==> src/rtl/nrs_pkg.sv <==
`timescale 1ns/1ps
package nrs_pkg;
  parameter int unsigned NRS_CNT_W  = 6;
  parameter int unsigned NRS_LEN_W  = 8;
  parameter int unsigned NRS_DATA_W = 8;
  typedef enum logic {RE_ON = 1'b0, RE_OFF = 1'b1} re_lvl_e;
endpackage

==> src/rtl/nrs_cfg.sv <==
`timescale 1ns/1ps
module nrs_cfg #(
  parameter int unsigned CNT_W = nrs_pkg::NRS_CNT_W,
  parameter int unsigned LEN_W = nrs_pkg::NRS_LEN_W
) (
  input  logic             clk_i,
  input  logic             rst_ni,
  input  logic             load_i,
  input  logic             busy_i,
  input  logic [CNT_W-1:0] lo_i,
  input  logic [CNT_W-1:0] hi_i,
  input  logic [CNT_W-1:0] cap_i,
  input  logic [LEN_W-1:0] len_i,
  output logic [CNT_W-1:0] lo_o,
  output logic [CNT_W-1:0] hi_o,
  output logic [CNT_W-1:0] cap_o,
  output logic [LEN_W-1:0] len_o
);
  localparam int unsigned NCNT = 3;
  logic [NCNT-1:0][CNT_W-1:0] raw_w, cnt_q;

  assign raw_w = {cap_i, hi_i, lo_i};

  // zero counts become one
  for (genvar g = 0; g < NCNT; g++) begin : g_cnt
    always_ff @(posedge clk_i or negedge rst_ni) begin
      if (!rst_ni)     cnt_q[g] <= CNT_W'(1);
      else if (load_i) cnt_q[g] <= (raw_w[g] == '0) ? CNT_W'(1) : raw_w[g];
    end
  end

  always_ff @(posedge clk_i or negedge rst_ni) begin
    if (!rst_ni)     len_o <= LEN_W'(1);
    else if (load_i) len_o <= (len_i == '0) ? LEN_W'(1) : len_i;
  end

  assign lo_o  = cnt_q[0];
  assign hi_o  = cnt_q[1];
  assign cap_o = cnt_q[2];

  p_cfg_hold_r8: assert property (@(posedge clk_i) disable iff (!rst_ni)
    busy_i |=> ($stable(cnt_q) && $stable(len_o)));
endmodule

==> src/rtl/nrs_timer.sv <==
`timescale 1ns/1ps
module nrs_timer #(
  parameter int unsigned CNT_W = nrs_pkg::NRS_CNT_W,
  parameter int unsigned LEN_W = nrs_pkg::NRS_LEN_W
) (
  input  logic             clk_i,
  input  logic             rst_ni,
  input  logic             accept_i,
  input  logic [CNT_W-1:0] lo_i,
  input  logic [CNT_W-1:0] hi_i,
  input  logic [CNT_W-1:0] cap_i,
  input  logic [LEN_W-1:0] len_i,
  output logic             re_no,
  output logic             busy_o,
  output logic             done_o,
  output logic             cap_hit_o
);
  import nrs_pkg::*;
  localparam int unsigned PW = CNT_W + 1;

  logic [PW-1:0]    sum_w, per_w, cap_w, edge_q;
  logic [LEN_W-1:0] byte_q;
  logic             last_w;

  assign cap_w  = PW'(cap_i);
  assign sum_w  = PW'(lo_i) + PW'(hi_i);
  // stretch the high phase when the sample lands past lo+hi
  assign per_w  = (cap_w > sum_w) ? cap_w : sum_w;
  assign last_w = (byte_q == len_i - LEN_W'(1));

  // edge_q = index of the coming edge, counted from the edge that lowered RE#
  always_ff @(posedge clk_i or negedge rst_ni) begin
    if (!rst_ni) begin
      re_no  <= RE_OFF;
      busy_o <= 1'b0;
      done_o <= 1'b0;
      edge_q <= '0;
      byte_q <= '0;
    end else if (accept_i) begin
      re_no  <= RE_ON;
      busy_o <= 1'b1;
      done_o <= 1'b0;
      edge_q <= PW'(1);
      byte_q <= '0;
    end else if (busy_o) begin
      done_o <= 1'b0;
      edge_q <= edge_q + PW'(1);
      if (edge_q == PW'(lo_i)) re_no <= RE_OFF;
      if (edge_q == per_w) begin
        if (last_w) begin
          busy_o <= 1'b0;
          done_o <= 1'b1;
          re_no  <= RE_OFF;
        end else begin
          re_no  <= RE_ON;
          edge_q <= PW'(1);
          byte_q <= byte_q + LEN_W'(1);
        end
      end
    end else begin
      done_o <= 1'b0;
    end
  end

  assign cap_hit_o = busy_o && (edge_q == cap_w);

  p_edge_bound_r5: assert property (@(posedge clk_i) disable iff (!rst_ni)
    busy_o |-> (edge_q != '0 && edge_q <= per_w));
  p_idle_high_r6: assert property (@(posedge clk_i) disable iff (!rst_ni)
    !busy_o |-> re_no);
  p_done_pulse_r7: assert property (@(posedge clk_i) disable iff (!rst_ni)
    done_o |=> !done_o);
  p_done_ends_r7: assert property (@(posedge clk_i) disable iff (!rst_ni)
    done_o |-> (!busy_o && $past(busy_o)));
endmodule

==> src/rtl/nrs_capture.sv <==
`timescale 1ns/1ps
module nrs_capture #(
  parameter int unsigned DATA_W = nrs_pkg::NRS_DATA_W
) (
  input  logic              clk_i,
  input  logic              rst_ni,
  input  logic              hit_i,
  input  logic              busy_i,
  input  logic [DATA_W-1:0] data_i,
  output logic              vld_o,
  output logic [DATA_W-1:0] data_o
);
  always_ff @(posedge clk_i or negedge rst_ni) begin
    if (!rst_ni) begin
      vld_o  <= 1'b0;
      data_o <= '0;
    end else begin
      vld_o <= hit_i;
      if (hit_i) data_o <= data_i;
    end
  end

  p_vld_gap_r10: assert property (@(posedge clk_i) disable iff (!rst_ni)
    vld_o |=> !vld_o);
  p_vld_in_burst_r10: assert property (@(posedge clk_i) disable iff (!rst_ni)
    vld_o |-> $past(busy_i));
endmodule

==> src/rtl/nand_rd_strobe.sv <==
`timescale 1ns/1ps
module nand_rd_strobe #(
  parameter int unsigned CNT_W  = nrs_pkg::NRS_CNT_W,
  parameter int unsigned LEN_W  = nrs_pkg::NRS_LEN_W,
  parameter int unsigned DATA_W = nrs_pkg::NRS_DATA_W
) (
  input  logic              clk_i,
  input  logic              rst_ni,
  input  logic              start_i,
  input  logic [LEN_W-1:0]  len_i,
  input  logic [CNT_W-1:0]  lo_cnt_i,
  input  logic [CNT_W-1:0]  hi_cnt_i,
  input  logic [CNT_W-1:0]  cap_cnt_i,
  input  logic [DATA_W-1:0] data_i,
  output logic              re_no,
  output logic              vld_o,
  output logic [DATA_W-1:0] data_o,
  output logic              busy_o,
  output logic              done_o
);
  logic             accept_w, hit_w;
  logic [CNT_W-1:0] lo_w, hi_w, cap_w;
  logic [LEN_W-1:0] len_w;

  assign accept_w = start_i && !busy_o;

  nrs_cfg #(.CNT_W(CNT_W), .LEN_W(LEN_W)) u_cfg (
    .clk_i, .rst_ni, .load_i(accept_w), .busy_i(busy_o),
    .lo_i(lo_cnt_i), .hi_i(hi_cnt_i), .cap_i(cap_cnt_i), .len_i(len_i),
    .lo_o(lo_w), .hi_o(hi_w), .cap_o(cap_w), .len_o(len_w)
  );

  nrs_timer #(.CNT_W(CNT_W), .LEN_W(LEN_W)) u_tmr (
    .clk_i, .rst_ni, .accept_i(accept_w),
    .lo_i(lo_w), .hi_i(hi_w), .cap_i(cap_w), .len_i(len_w),
    .re_no, .busy_o, .done_o, .cap_hit_o(hit_w)
  );

  nrs_capture #(.DATA_W(DATA_W)) u_cap (
    .clk_i, .rst_ni, .hit_i(hit_w), .busy_i(busy_o), .data_i,
    .vld_o, .data_o
  );

  p_start_ignored_r8: assert property (@(posedge clk_i) disable iff (!rst_ni)
    (busy_o && start_i && !done_o) |=> busy_o || done_o);
endmodule

==> config.mk <==
export PLATFORM = sky130hd
export DESIGN_NAME = nand_rd_strobe
export DESIGN_NICKNAME = d
export VERILOG_FILES = /design/src/rtl/nrs_pkg.sv /design/src/rtl/nrs_cfg.sv /design/src/rtl/nrs_timer.sv /design/src/rtl/nrs_capture.sv /design/src/rtl/nand_rd_strobe.sv
export SDC_FILE = /design/constraint.sdc
export NUM_CORES = 1
export LEC_CHECK = 0
export BUFFER_PORTS_ARGS = -buffer_cell sky130_fd_sc_hd__buf_4
export CAP_MARGIN = 40
export CORE_ASPECT_RATIO = 1.25
export CORE_MARGIN = 2
export CORE_UTILIZATION = 50
export DETAILED_ROUTE_END_ITERATION = 8
export GPL_TIMING_DRIVEN = 0
export PLACE_DENSITY = 0.71
export RECOVER_POWER = 50
export SLEW_MARGIN = 0
export SYNTH_ARGS = -nofsm -noshare
export SYNTH_HDL_FRONTEND = slang
export SYNTH_HIERARCHICAL = 1
export SYNTH_SLANG_ARGS = --single-unit
==> constraint.sdc <==
create_clock -name clk_i -period 5 [get_ports clk_i]
set_input_delay 0.5 -clock clk_i [delete_from_list [all_inputs] [get_ports clk_i]]
set_output_delay 0.5 -clock clk_i [all_outputs]
set_load 0.01 [all_outputs]
==> impl_metrics.json, run 1 <==
{
  "status": "complete, but fails checks",
  "violations": "capacitance limit, slew limit",
  "grt_pass1_wl_mm": 12.6,
  "hold_depth": 3,
  "r2r-start": "u_cfg/lo_o[0]",
  "antenna_found_initial": 0,
  "top_layer_used": "met4",
  "crit_type": "reg -> reg",
  "drive_gt1_share_pct": 29.6,
  "hold_end": "u_cfg/len_o[0]",
  "crit_chain": "ha_1, fa_1, a21o_1, a21oi_1, xnor2_1, inv_1, ha_1, a21o_1, a21o_1, o2111ai_2, mux2_2, xnor2_1, nor3_2, and3_2, a2bb2oi_1, o22ai_1",
  "wl_per_cell_um": 15.9,
  "hold_start": "len_i[2]",
  "synth_top_area_share_pct": 35.3,
  "reg2reg_to": "u_tmr/edge_q[1]",
  "cts_buffer_depth": 2,
  "worst-path-buf-inv": 1,
  "ff2ff_path_depth": 16,
  "period_needed_ns": 4.23,
  "final_util_pct": 60.4,
  "post-cts-setup-buffers": 0,
  "io_buffer_count": 48,
  "viasPerCell": 5.55,
  "chipHeight_um": 96.3,
  "endpoint_kind": "flip-flop",
  "num_antenna_cells": 0,
  "worstPathRequired_ns": 5.19,
  "place_congestion": 0.847,
  "dieArea_um2": 7490,
  "cp-start-kind": "flip-flop",
  "yosysTopAreaCell": "dfrtp_1",
  "core-area_um2": 6570,
  "nNetsFinal": 430,
  "ys_top_cells_by_area": "dfrtp_1, mux2_2, ha_1, mux2_4, xnor2_1",
  "ys.flop_type": "dfrtp_1",
  "area_delta_synth_final_pct": 16.4,
  "final_cells": 465,
  "chipWidth_um": 77.8,
  "fin_setup_tns_ns": 0,
  "numCtsBuffers": 5,
  "multi_input_area_um2": 1930,
  "cp.depth": 16,
  "wl_met1_mm": 3.12,
  "grt.overflow.total": 0,
  "ys_seq_elements": 53,
  "drt_iter0_drc": 88,
  "ir_worst_vdd_mv": 0.242,
  "cts.repair.resized": 0,
  "final_cell_mix": "dfrtp_1, buf_4, mux2_2, nor2_1, inv_1",
  "ff2ff_setup_slack_ns": 0.77,
  "final_common_cell": "dfrtp_1",
  "grt_pass1_vias": 2588,
  "ioPinCount": 49,
  "clk_latency_ns": 0.31,
  "final_max_slew_viol_count": 54,
  "cpMaxStageDelayCell": "dfstp_2",
  "worst_slew_pin_slew_ns": 2.85,
  "via_count": 2583,
  "ys_types": 61,
  "wl_met2_mm": 4.00,
  "layout_worst_path_cycle_share_pct": 84.5,
  "start_util_pct": 51.9,
  "fin_skew_ns": 0.00934,
  "clock.fmax_ghz": 0.237,
  "finalWirelength_mm": 7.42,
  "powerDensity_nw_per_um2": 388,
  "fillCellCount": 554,
  "synth_edf_count": 0,
  "dp_hpwl_mm": 5.69,
  "seq_area_um2": 1330,
  "cts_tree": "yes",
  "finalHoldViolCount": 0,
  "power.leakage_nw": 1.81,
  "clock_sinks": 53,
  "syn-num-nets": 375,
  "holdBufCountCts": 0,
  "synth_cells": 322,
  "grt_max_degree": 54,
  "grt_usage_pct": 21.4,
  "setup_viol": 0,
  "max_cap_violations": 1,
  "path_delay_family": "compound AO/OA/AOI/OAI gates",
  "cp_data_arrival_time_ns": 4.42,
  "ys_seq_area_share_pct": 39.1,
  "cts.htree.levels": 2,
  "synth-async-reset-ratio_pct": 100,
  "cp_common_cell": "a21o_1",
  "syn_area_per_cell_um2": 10.6,
  "antenna_left": 0,
  "holdCritPathClass": "in -> reg",
  "path_max_fanout": 7,
  "drtPass1Iterations": 4,
  "wl_met3_um": 199,
  "yosysWarnings": 6,
  "root_buffer": "clkbuf_8",
  "drc": 0,
  "rsz0062_at_grt": "no",
  "synth_area_um2": 3400,
  "path_clk_slew_ns": 0.11,
  "maxSlewHeadroom_pct": -89.8,
  "placementRows": 33,
  "dp.cells": 457,
  "max_stage_delay_ns": 0.41
}
==> per-layer routing <==
metal	track usage [%]	vias up
li1	-	1264
met4	5.06	0
met2	39.4	41
met1	26.6	1270
met5	0	-
met3	2.81	8
==> registers in the layout, summed over array words and instances, names as in the netlist, 6 cells and up <==
signal	count
u_tmr/edge_q	7
u_cfg/lo_o	6
u_cfg/cap_o	6
u_cfg/len_o	8
u_cfg/hi_o	6
u_cap/data_o	8
u_tmr/byte_q	8
==> metrics by stage <==
step	total power [mW]	setup WS [ns]	hold slack, ns	area (um^2)
floorplan	1.06	1.23	0.204	3400
global placement	1.24	0.858	0.494	3870
detailed placement	1.25	0.840	0.495	3870
CTS	1.56	0.795	0.239	3990
global route	1.65	0.526	0.396	3960
finish	1.54	0.773	0.401	3960
==> report_power, final <==
part / switching, mW / total, mW / internal (mW) / leakage (nW)
clock network: 0.153 / 0.306 / 0.153 / 0.0591
logic: 0.334 / 0.643 / 0.309 / 1.09
registers: 0.0653 / 0.588 / 0.522 / 0.662
total: 0.552 / 1.54 / 0.984 / 1.81
==> worst reg2reg max path, stage by stage (launching register included) <==
cell	delay [ns]
dfstp_2	0.41
ha_1	0.23
fa_1	0.41
a21o_1	0.19
a21oi_1	0.18
xnor2_1	0.18
inv_1	0.09
ha_1	0.30
a21o_1	0.16
a21o_1	0.19
o2111ai_2	0.41
mux2_2	0.40
xnor2_1	0.17
nor3_2	0.24
and3_2	0.29
a2bb2oi_1	0.18
o22ai_1	0.10
==> synth_stat cells, types with 3 or more instances <==
library cell and n:
ha_1 15, buf_2 3, nand4_1 6, or2_2 3
nand3b_1 3, mux2_4 11, a31o_1 3, nand3_1 14
a211oi_1 3, nor2_1 24, nand2_1 15, nor4_1 3
xor2_1 13, dfstp_2 5, o21ai_0 7, a21o_1 3
xnor2_1 17, inv_1 18, dfrtp_1 48, nor2b_1 6
buf_6 3, mux2_2 24, nor3_1 11, clkbuf_1 6
and3_1 3, a21oi_1 9, mux2i_1 7
==> cell type report <==
| class | instances | area share, % |
|---|---|---|
| clock inverter | 3 | 1.20 |
| tap | 87 | 2.75 |
| timing repair buffer | 48 | 8.43 |
| multi-input combinational | 238 | 48.6 |
| inverter | 18 | 1.70 |
| clock buffer | 5 | 1.74 |
| buffer | 13 | 1.99 |
| sequential | 53 | 33.6 |
==> logic make-up (layout without fill, tap and decap cells) <==
logic type                 Yosys count  count (layout)  synth area share, %
DFF                                 53              53                 39.1
and+or+nand+nor                    102             102                 16.4
buffers and inverters               31              87                 4.30
AOI/OAI and AO/OA                   48              48                 11.5
xor gates and xnor gates            30              30                 7.72
adders and majority gates           16              16                 6.10
muxes                               42              42                 14.8
==> how the worst max path moves through the flow <==
stage / start / end / slack (ns)
CTS: u_cfg/lo_o[0] / u_tmr/byte_q[0] / 0.80
finish: u_cfg/lo_o[0] / u_tmr/edge_q[1] / 0.77
detailed placement: u_cfg/lo_o[0] / u_tmr/byte_q[0] / 0.84
floorplan: u_cfg/lo_o[0] / u_tmr/edge_q[1] / 1.23
global route: u_cfg/lo_o[0] / u_tmr/edge_q[1] / 0.53
global placement: u_cfg/lo_o[0] / u_tmr/byte_q[0] / 0.86
No activity file was read; power rests on OpenSTA's default activity.
==> run 2, diff against run 1 <==
Clock period 5 ns to 3.9 ns, I/O delays scaled along.
==> run 2 against run 1 <==
  * The flow still finishes with violations (capacitance limit, slew limit)
  * First-iteration DRC count decreased by 5.7%
  * Total power increased by 37%
  * Largest cell class unchanged
  * Fmax increased by 9.1%
  * Cell count increased by 2.2%
  * Core utilization increased by 4.0 points
  * Sequential cell count unchanged
  * Count of clock-buffer cells in the layout unchanged
  * Non-clock buffer count increased by 10
==> impl_metrics.json, run 2 (same netlist as run 1, synthesis figures left out) <==
{
  "status": "complete, but fails checks",
  "violations": "capacitance limit, slew limit",
  "viasPerCell": 5.57,
  "holdCritPathClass": "in -> reg",
  "nNetsFinal": 440,
  "path_clk_slew_ns": 0.11,
  "cts_tree": "yes",
  "hold_ws_ns": 0.288,
  "numCtsBuffers": 5,
  "antenna_found_initial": 0,
  "finalWirelength_mm": 7.80,
  "place_congestion": 0.847,
  "hold_start": "len_i[2]",
  "period_needed_ns": 3.88,
  "fin_skew_ns": 0.0103,
  "dp_hpwl_mm": 5.69,
  "r2r-start": "u_cfg/lo_o[0]",
  "powerDensity_nw_per_um2": 498,
  "drtPass1Iterations": 4,
  "wl_per_cell_um": 16.4,
  "layout_worst_path_cycle_share_pct": 99.4,
  "reg2reg_to": "u_tmr/byte_q[0]",
  "grt_pass1_wl_mm": 12.8,
  "cp-start-kind": "flip-flop",
  "root_buffer": "clkbuf_8",
  "power_mw": 2.10,
  "setup_viol": 0,
  "drt_iter0_drc": 83,
  "grt.overflow.total": 0,
  "multi_input_area_um2": 2070,
  "grt_usage_pct": 21.7,
  "io_buffer_count": 48,
  "ioPinCount": 49,
  "grt_pass1_vias": 2634,
  "cts_buffer_depth": 2,
  "dieArea_um2": 7490,
  "finalHoldViolCount": 0,
  "fillCellCount": 512,
  "grt_max_degree": 54,
  "chipWidth_um": 77.8,
  "clock.fmax_ghz": 0.258,
  "hold_end": "u_cfg/len_o[0]",
  "endpoint_kind": "flip-flop",
  "hold_depth": 3,
  "core-area_um2": 6570,
  "start_util_pct": 51.9,
  "ff2ff_setup_slack_ns": 0.02,
  "power.leakage_nw": 1.90,
  "final_util_pct": 64.4,
  "clk_latency_ns": 0.31,
  "final_common_cell": "buf_4",
  "clock_sinks": 53,
  "setup_ws_ns": 0.0241,
  "chipHeight_um": 96.3,
  "rsz0062_at_grt": "yes",
  "maxSlewHeadroom_pct": -91.3,
  "holdBufCountCts": 0,
  "crit_type": "reg -> reg",
  "cts.htree.levels": 2,
  "drc": 0,
  "top_regs": "u_cap/data_o (8), u_cfg/len_o (8), u_tmr/byte_q (8)",
  "worstPathRequired_ns": 4.09,
  "drive_gt1_share_pct": 38.4,
  "fin_area_um2": 4230,
  "placementRows": 33,
  "num_antenna_cells": 0,
  "antenna_left": 0,
  "area_delta_synth_final_pct": 24.1,
  "worst_slew_pin_slew_ns": 2.87,
  "via_count": 2648,
  "ff2ff_path_depth": 17,
  "post_dp_cell_area_um2": 3870,
  "max_cap_violations": 1,
  "cp_data_arrival_time_ns": 4.06,
  "path_max_fanout": 8,
  "pre_cts_slack_ns": -0.260,
  "final_cell_mix": "buf_4, dfrtp_1, nor2_1, mux2_2, inv_1",
  "ir_worst_vdd_mv": 0.336,
  "final_max_slew_viol_count": 54,
  "seq_area_um2": 1340
}
## run 2: per-stage QoR
| step | cells | setup TNS, ns |
|---|---|---|
| floorplan | 322 | 0 |
| global placement | 457 | -2.68 |
| detailed placement | 457 | -3.01 |
| CTS | 471 | 0 |
| global route | 475 | -1.47 |
| finish | 475 | 0 |
## run 2: worst max-delay path: stages (launching register included)
cell and delay, ns:
dfstp_2 0.40, ha_4 0.17, fa_2 0.39, a21o_1 0.21, a21oi_2 0.16, xnor2_2 0.15, inv_2 0.07, ha_4 0.22
a21o_1 0.15, a21o_1 0.19, o2111ai_4 0.30, buf_12 0.16, mux2i_2 0.22, xor2_1 0.14, nor2_1 0.16, nand4b_1 0.21
a21oi_4 0.34, mux2i_1 0.12
## run 2: power by group
group	total, mW	switching (mW)	internal (mW)
combinational	0.955	0.470	0.484
sequential	0.756	0.0859	0.670
clock	0.391	0.195	0.196
## run 2: worst max-delay path by stage
stage                        startpoint  slack, ns         endpoint
after floorplan           u_cfg/lo_o[0]       0.13  u_tmr/edge_q[1]
after global placement    u_cfg/lo_o[0]      -0.24  u_tmr/byte_q[0]
after detailed placement  u_cfg/lo_o[0]      -0.26  u_tmr/byte_q[0]
after CTS                 u_cfg/lo_o[0]       0.01  u_tmr/byte_q[0]
after global routing      u_cfg/lo_o[5]      -0.16  u_tmr/byte_q[0]
final                     u_cfg/lo_o[0]       0.02  u_tmr/byte_q[0]
## run 2: routing by layer
metal  vias to the layer above  share of wire (%)  routed length [um]  GRT usage [%]
met4                         0                2.2                 168           5.21
met2                        48                 53                4150           39.7
li1                       1285                  -                   -              -
met1                      1301                 41                3230           27.2
met3                        14                3.3                 259           2.91
met5                         -                  0                   0              0
## run 2: final cells by class
class	instances	share of cell area (%)
plain buffers	13	1.87
clock buffers	5	1.63
clock inverters	3	1.13
inverters	18	1.60
multi-input cells	238	49.1
flip-flops and latches	53	31.6
well taps	87	2.58
repair buffers	58	10.5
## run 2: timing repair
item | CTS | global route
setup endpoints to repair | 17 | 17
pin swaps | 6 | 21
setup buffers | 6 | 4
resized for setup | 9 | 20
==> run 3, diff against run 2 <==
Settings changed: CORE_MARGIN 2 to 1.5.
Clock period 3.9 ns to 4.95 ns, I/O delays scaled along.
==> run 3 against run 2 <==
  * The flow still finishes with violations (capacitance limit, slew limit)
  * Wire length is 3.8% lower
  * Critical path depth is 1 lower
  * Setup slack improved by 0.67 ns
  * Core utilization down 4.1 points
  * Global-route usage rose by 0.47 points
  * Fmax is 9.0% lower
  * Via count down 0.98%
  * First-iteration DRC count grew 43%
  * Hold slack better by 0.12 ns
  * Largest power group unchanged
  * Highest routed layer unchanged
==> impl_metrics.json, run 3 (same netlist as run 1, synthesis figures left out) <==
{
  "path_delay_family": "compound AO/OA/AOI/OAI gates",
  "finalHoldViolCount": 0,
  "wl_per_cell_um": 16.2,
  "final_max_slew_viol_count": 54,
  "cp_common_cell": "a21o_1",
  "worstPathRequired_ns": 5.14,
  "max_stage_delay_ns": 0.41,
  "grt_pass1_wl_mm": 12.7,
  "post-cts-setup-buffers": 0,
  "num_antenna_cells": 0,
  "dp.cells": 457,
  "worst-path-buf-inv": 1,
  "rsz0062_at_grt": "no",
  "root_buffer": "clkbuf_8",
  "max_cap_violations": 1,
  "path_clk_slew_ns": 0.10,
  "area_delta_synth_final_pct": 16.2,
  "post_dp_cell_area_um2": 3870,
  "final_common_cell": "dfrtp_1",
  "dp_hpwl_mm": 5.72,
  "cpMaxStageDelayCell": "dfstp_2",
  "placementRows": 33,
  "crit_chain": "ha_1, fa_1, a21o_1, a21oi_1, xnor2_1, inv_1, ha_1, a21o_1, a21o_1, o2111ai_2, mux2_2, xnor2_1, nor3_2, and3_2, a2bb2oi_1, o22ai_1",
  "layout_worst_path_cycle_share_pct": 86.0,
  "top_regs": "u_cap/data_o (8), u_cfg/len_o (8), u_tmr/byte_q (8)",
  "path_max_fanout": 7,
  "clock_sinks": 53,
  "cp_data_arrival_time_ns": 4.45,
  "grt.overflow.total": 0,
  "grt_max_degree": 54,
  "start_util_pct": 51.9,
  "antenna_found_initial": 0,
  "period_needed_ns": 4.26,
  "final_cell_mix": "dfrtp_1, buf_4, mux2_2, nor2_1, inv_1",
  "setup_viol": 0,
  "ir_worst_vdd_mv": 0.248,
  "finalWirelength_mm": 7.51,
  "violations": "capacitance limit, slew limit",
  "clk_latency_ns": 0.31,
  "cts.htree.levels": 2,
  "cp-start-kind": "flip-flop",
  "holdBufCountCts": 0,
  "io_buffer_count": 48,
  "status": "complete, but fails checks",
  "fin_setup_tns_ns": 0,
  "final_cells": 464,
  "drive_gt1_share_pct": 29.4,
  "grt_usage_pct": 22.2,
  "dieArea_um2": 7320,
  "maxSlewHeadroom_pct": -86.2,
  "clock.fmax_ghz": 0.235,
  "drt_iter0_drc": 119,
  "holdCritPathClass": "in -> reg",
  "worst_slew_pin_slew_ns": 2.79,
  "grt_pass1_vias": 2630,
  "cts_buffer_depth": 2,
  "drtPass1Iterations": 6,
  "viasPerCell": 5.65,
  "chipHeight_um": 95.3,
  "numCtsBuffers": 5,
  "chipWidth_um": 76.8,
  "nNetsFinal": 430,
  "drc": 0,
  "fin_area_um2": 3960,
  "cts_tree": "yes",
  "ioPinCount": 49,
  "via_count": 2622,
  "powerDensity_nw_per_um2": 391,
  "place_congestion": 0.856,
  "endpoint_kind": "flip-flop",
  "hold_ws_ns": 0.409,
  "core-area_um2": 6570,
  "power.leakage_nw": 1.80,
  "antenna_left": 0,
  "fin_skew_ns": 0.00611,
  "crit_type": "reg -> reg",
  "cts.repair.resized": 0
}
[run 3: routing by layer]
| metal | global-route usage [%] | up-vias | part of all wire, % |
|---|---|---|---|
| met2 | 41.7 | 44 | 54 |
| li1 | - | 1263 | - |
| met3 | 2.78 | 15 | 2.2 |
| met4 | 9.10 | 0 | 2.2 |
| met1 | 25.5 | 1300 | 42 |
| met5 | 0 | - | 0 |
[run 3: path summary, 6_finish.rpt]
path / slack (ns) / cells past startpoint / endpoint / start
setup / recovery: 0.69 / 16 / u_tmr/edge_q[1] / u_cfg/lo_o[0]
hold / removal: 0.41 / 3 / u_cfg/len_o[0] / len_i[1]
setup reg to reg: 0.69 / 16 / u_tmr/edge_q[1] / u_cfg/lo_o[0]
hold reg to reg: 0.52 / 1 / u_cap/data_o[0] / u_cap/data_o[0]
max in group asynchronous: 2.31 / 1 / u_tmr/edge_q[1] / rst_ni
min in group asynchronous: 1.07 / 1 / u_cap/data_o[3] / rst_ni
[run 3: tightest hold or removal path, cell delays in order]
cell	delay, ns
buf_4	0.08
or4b_1	0.09
o21ai_1	0.05
[run 3: cell type report]
type | instances | area [um^2]
fill | 559 | 2610
clock buffer | 5 | 68.8
timing repair buffer | 48 | 334
buffer | 13 | 78.8
multi-input combinational | 238 | 1930
clock inverter | 2 | 38.8
sequential | 53 | 1330
tap | 87 | 109
inverter | 18 | 67.6
[run 3: where the power goes]
group | switching [mW] | internal, mW
clock network | 0.144 | 0.150
logic | 0.345 | 0.312
registers | 0.0670 | 0.528
[run 3: through the flow]
stage	power, mW	utilization (%)	worst slack (ns)
floorplan	1.07	-	1.18
global placement	1.25	59.0	0.800
detailed placement	1.27	59.0	0.773
CTS	1.57	60.6	0.702
global route	1.65	60.2	0.479
finish	1.55	60.2	0.691
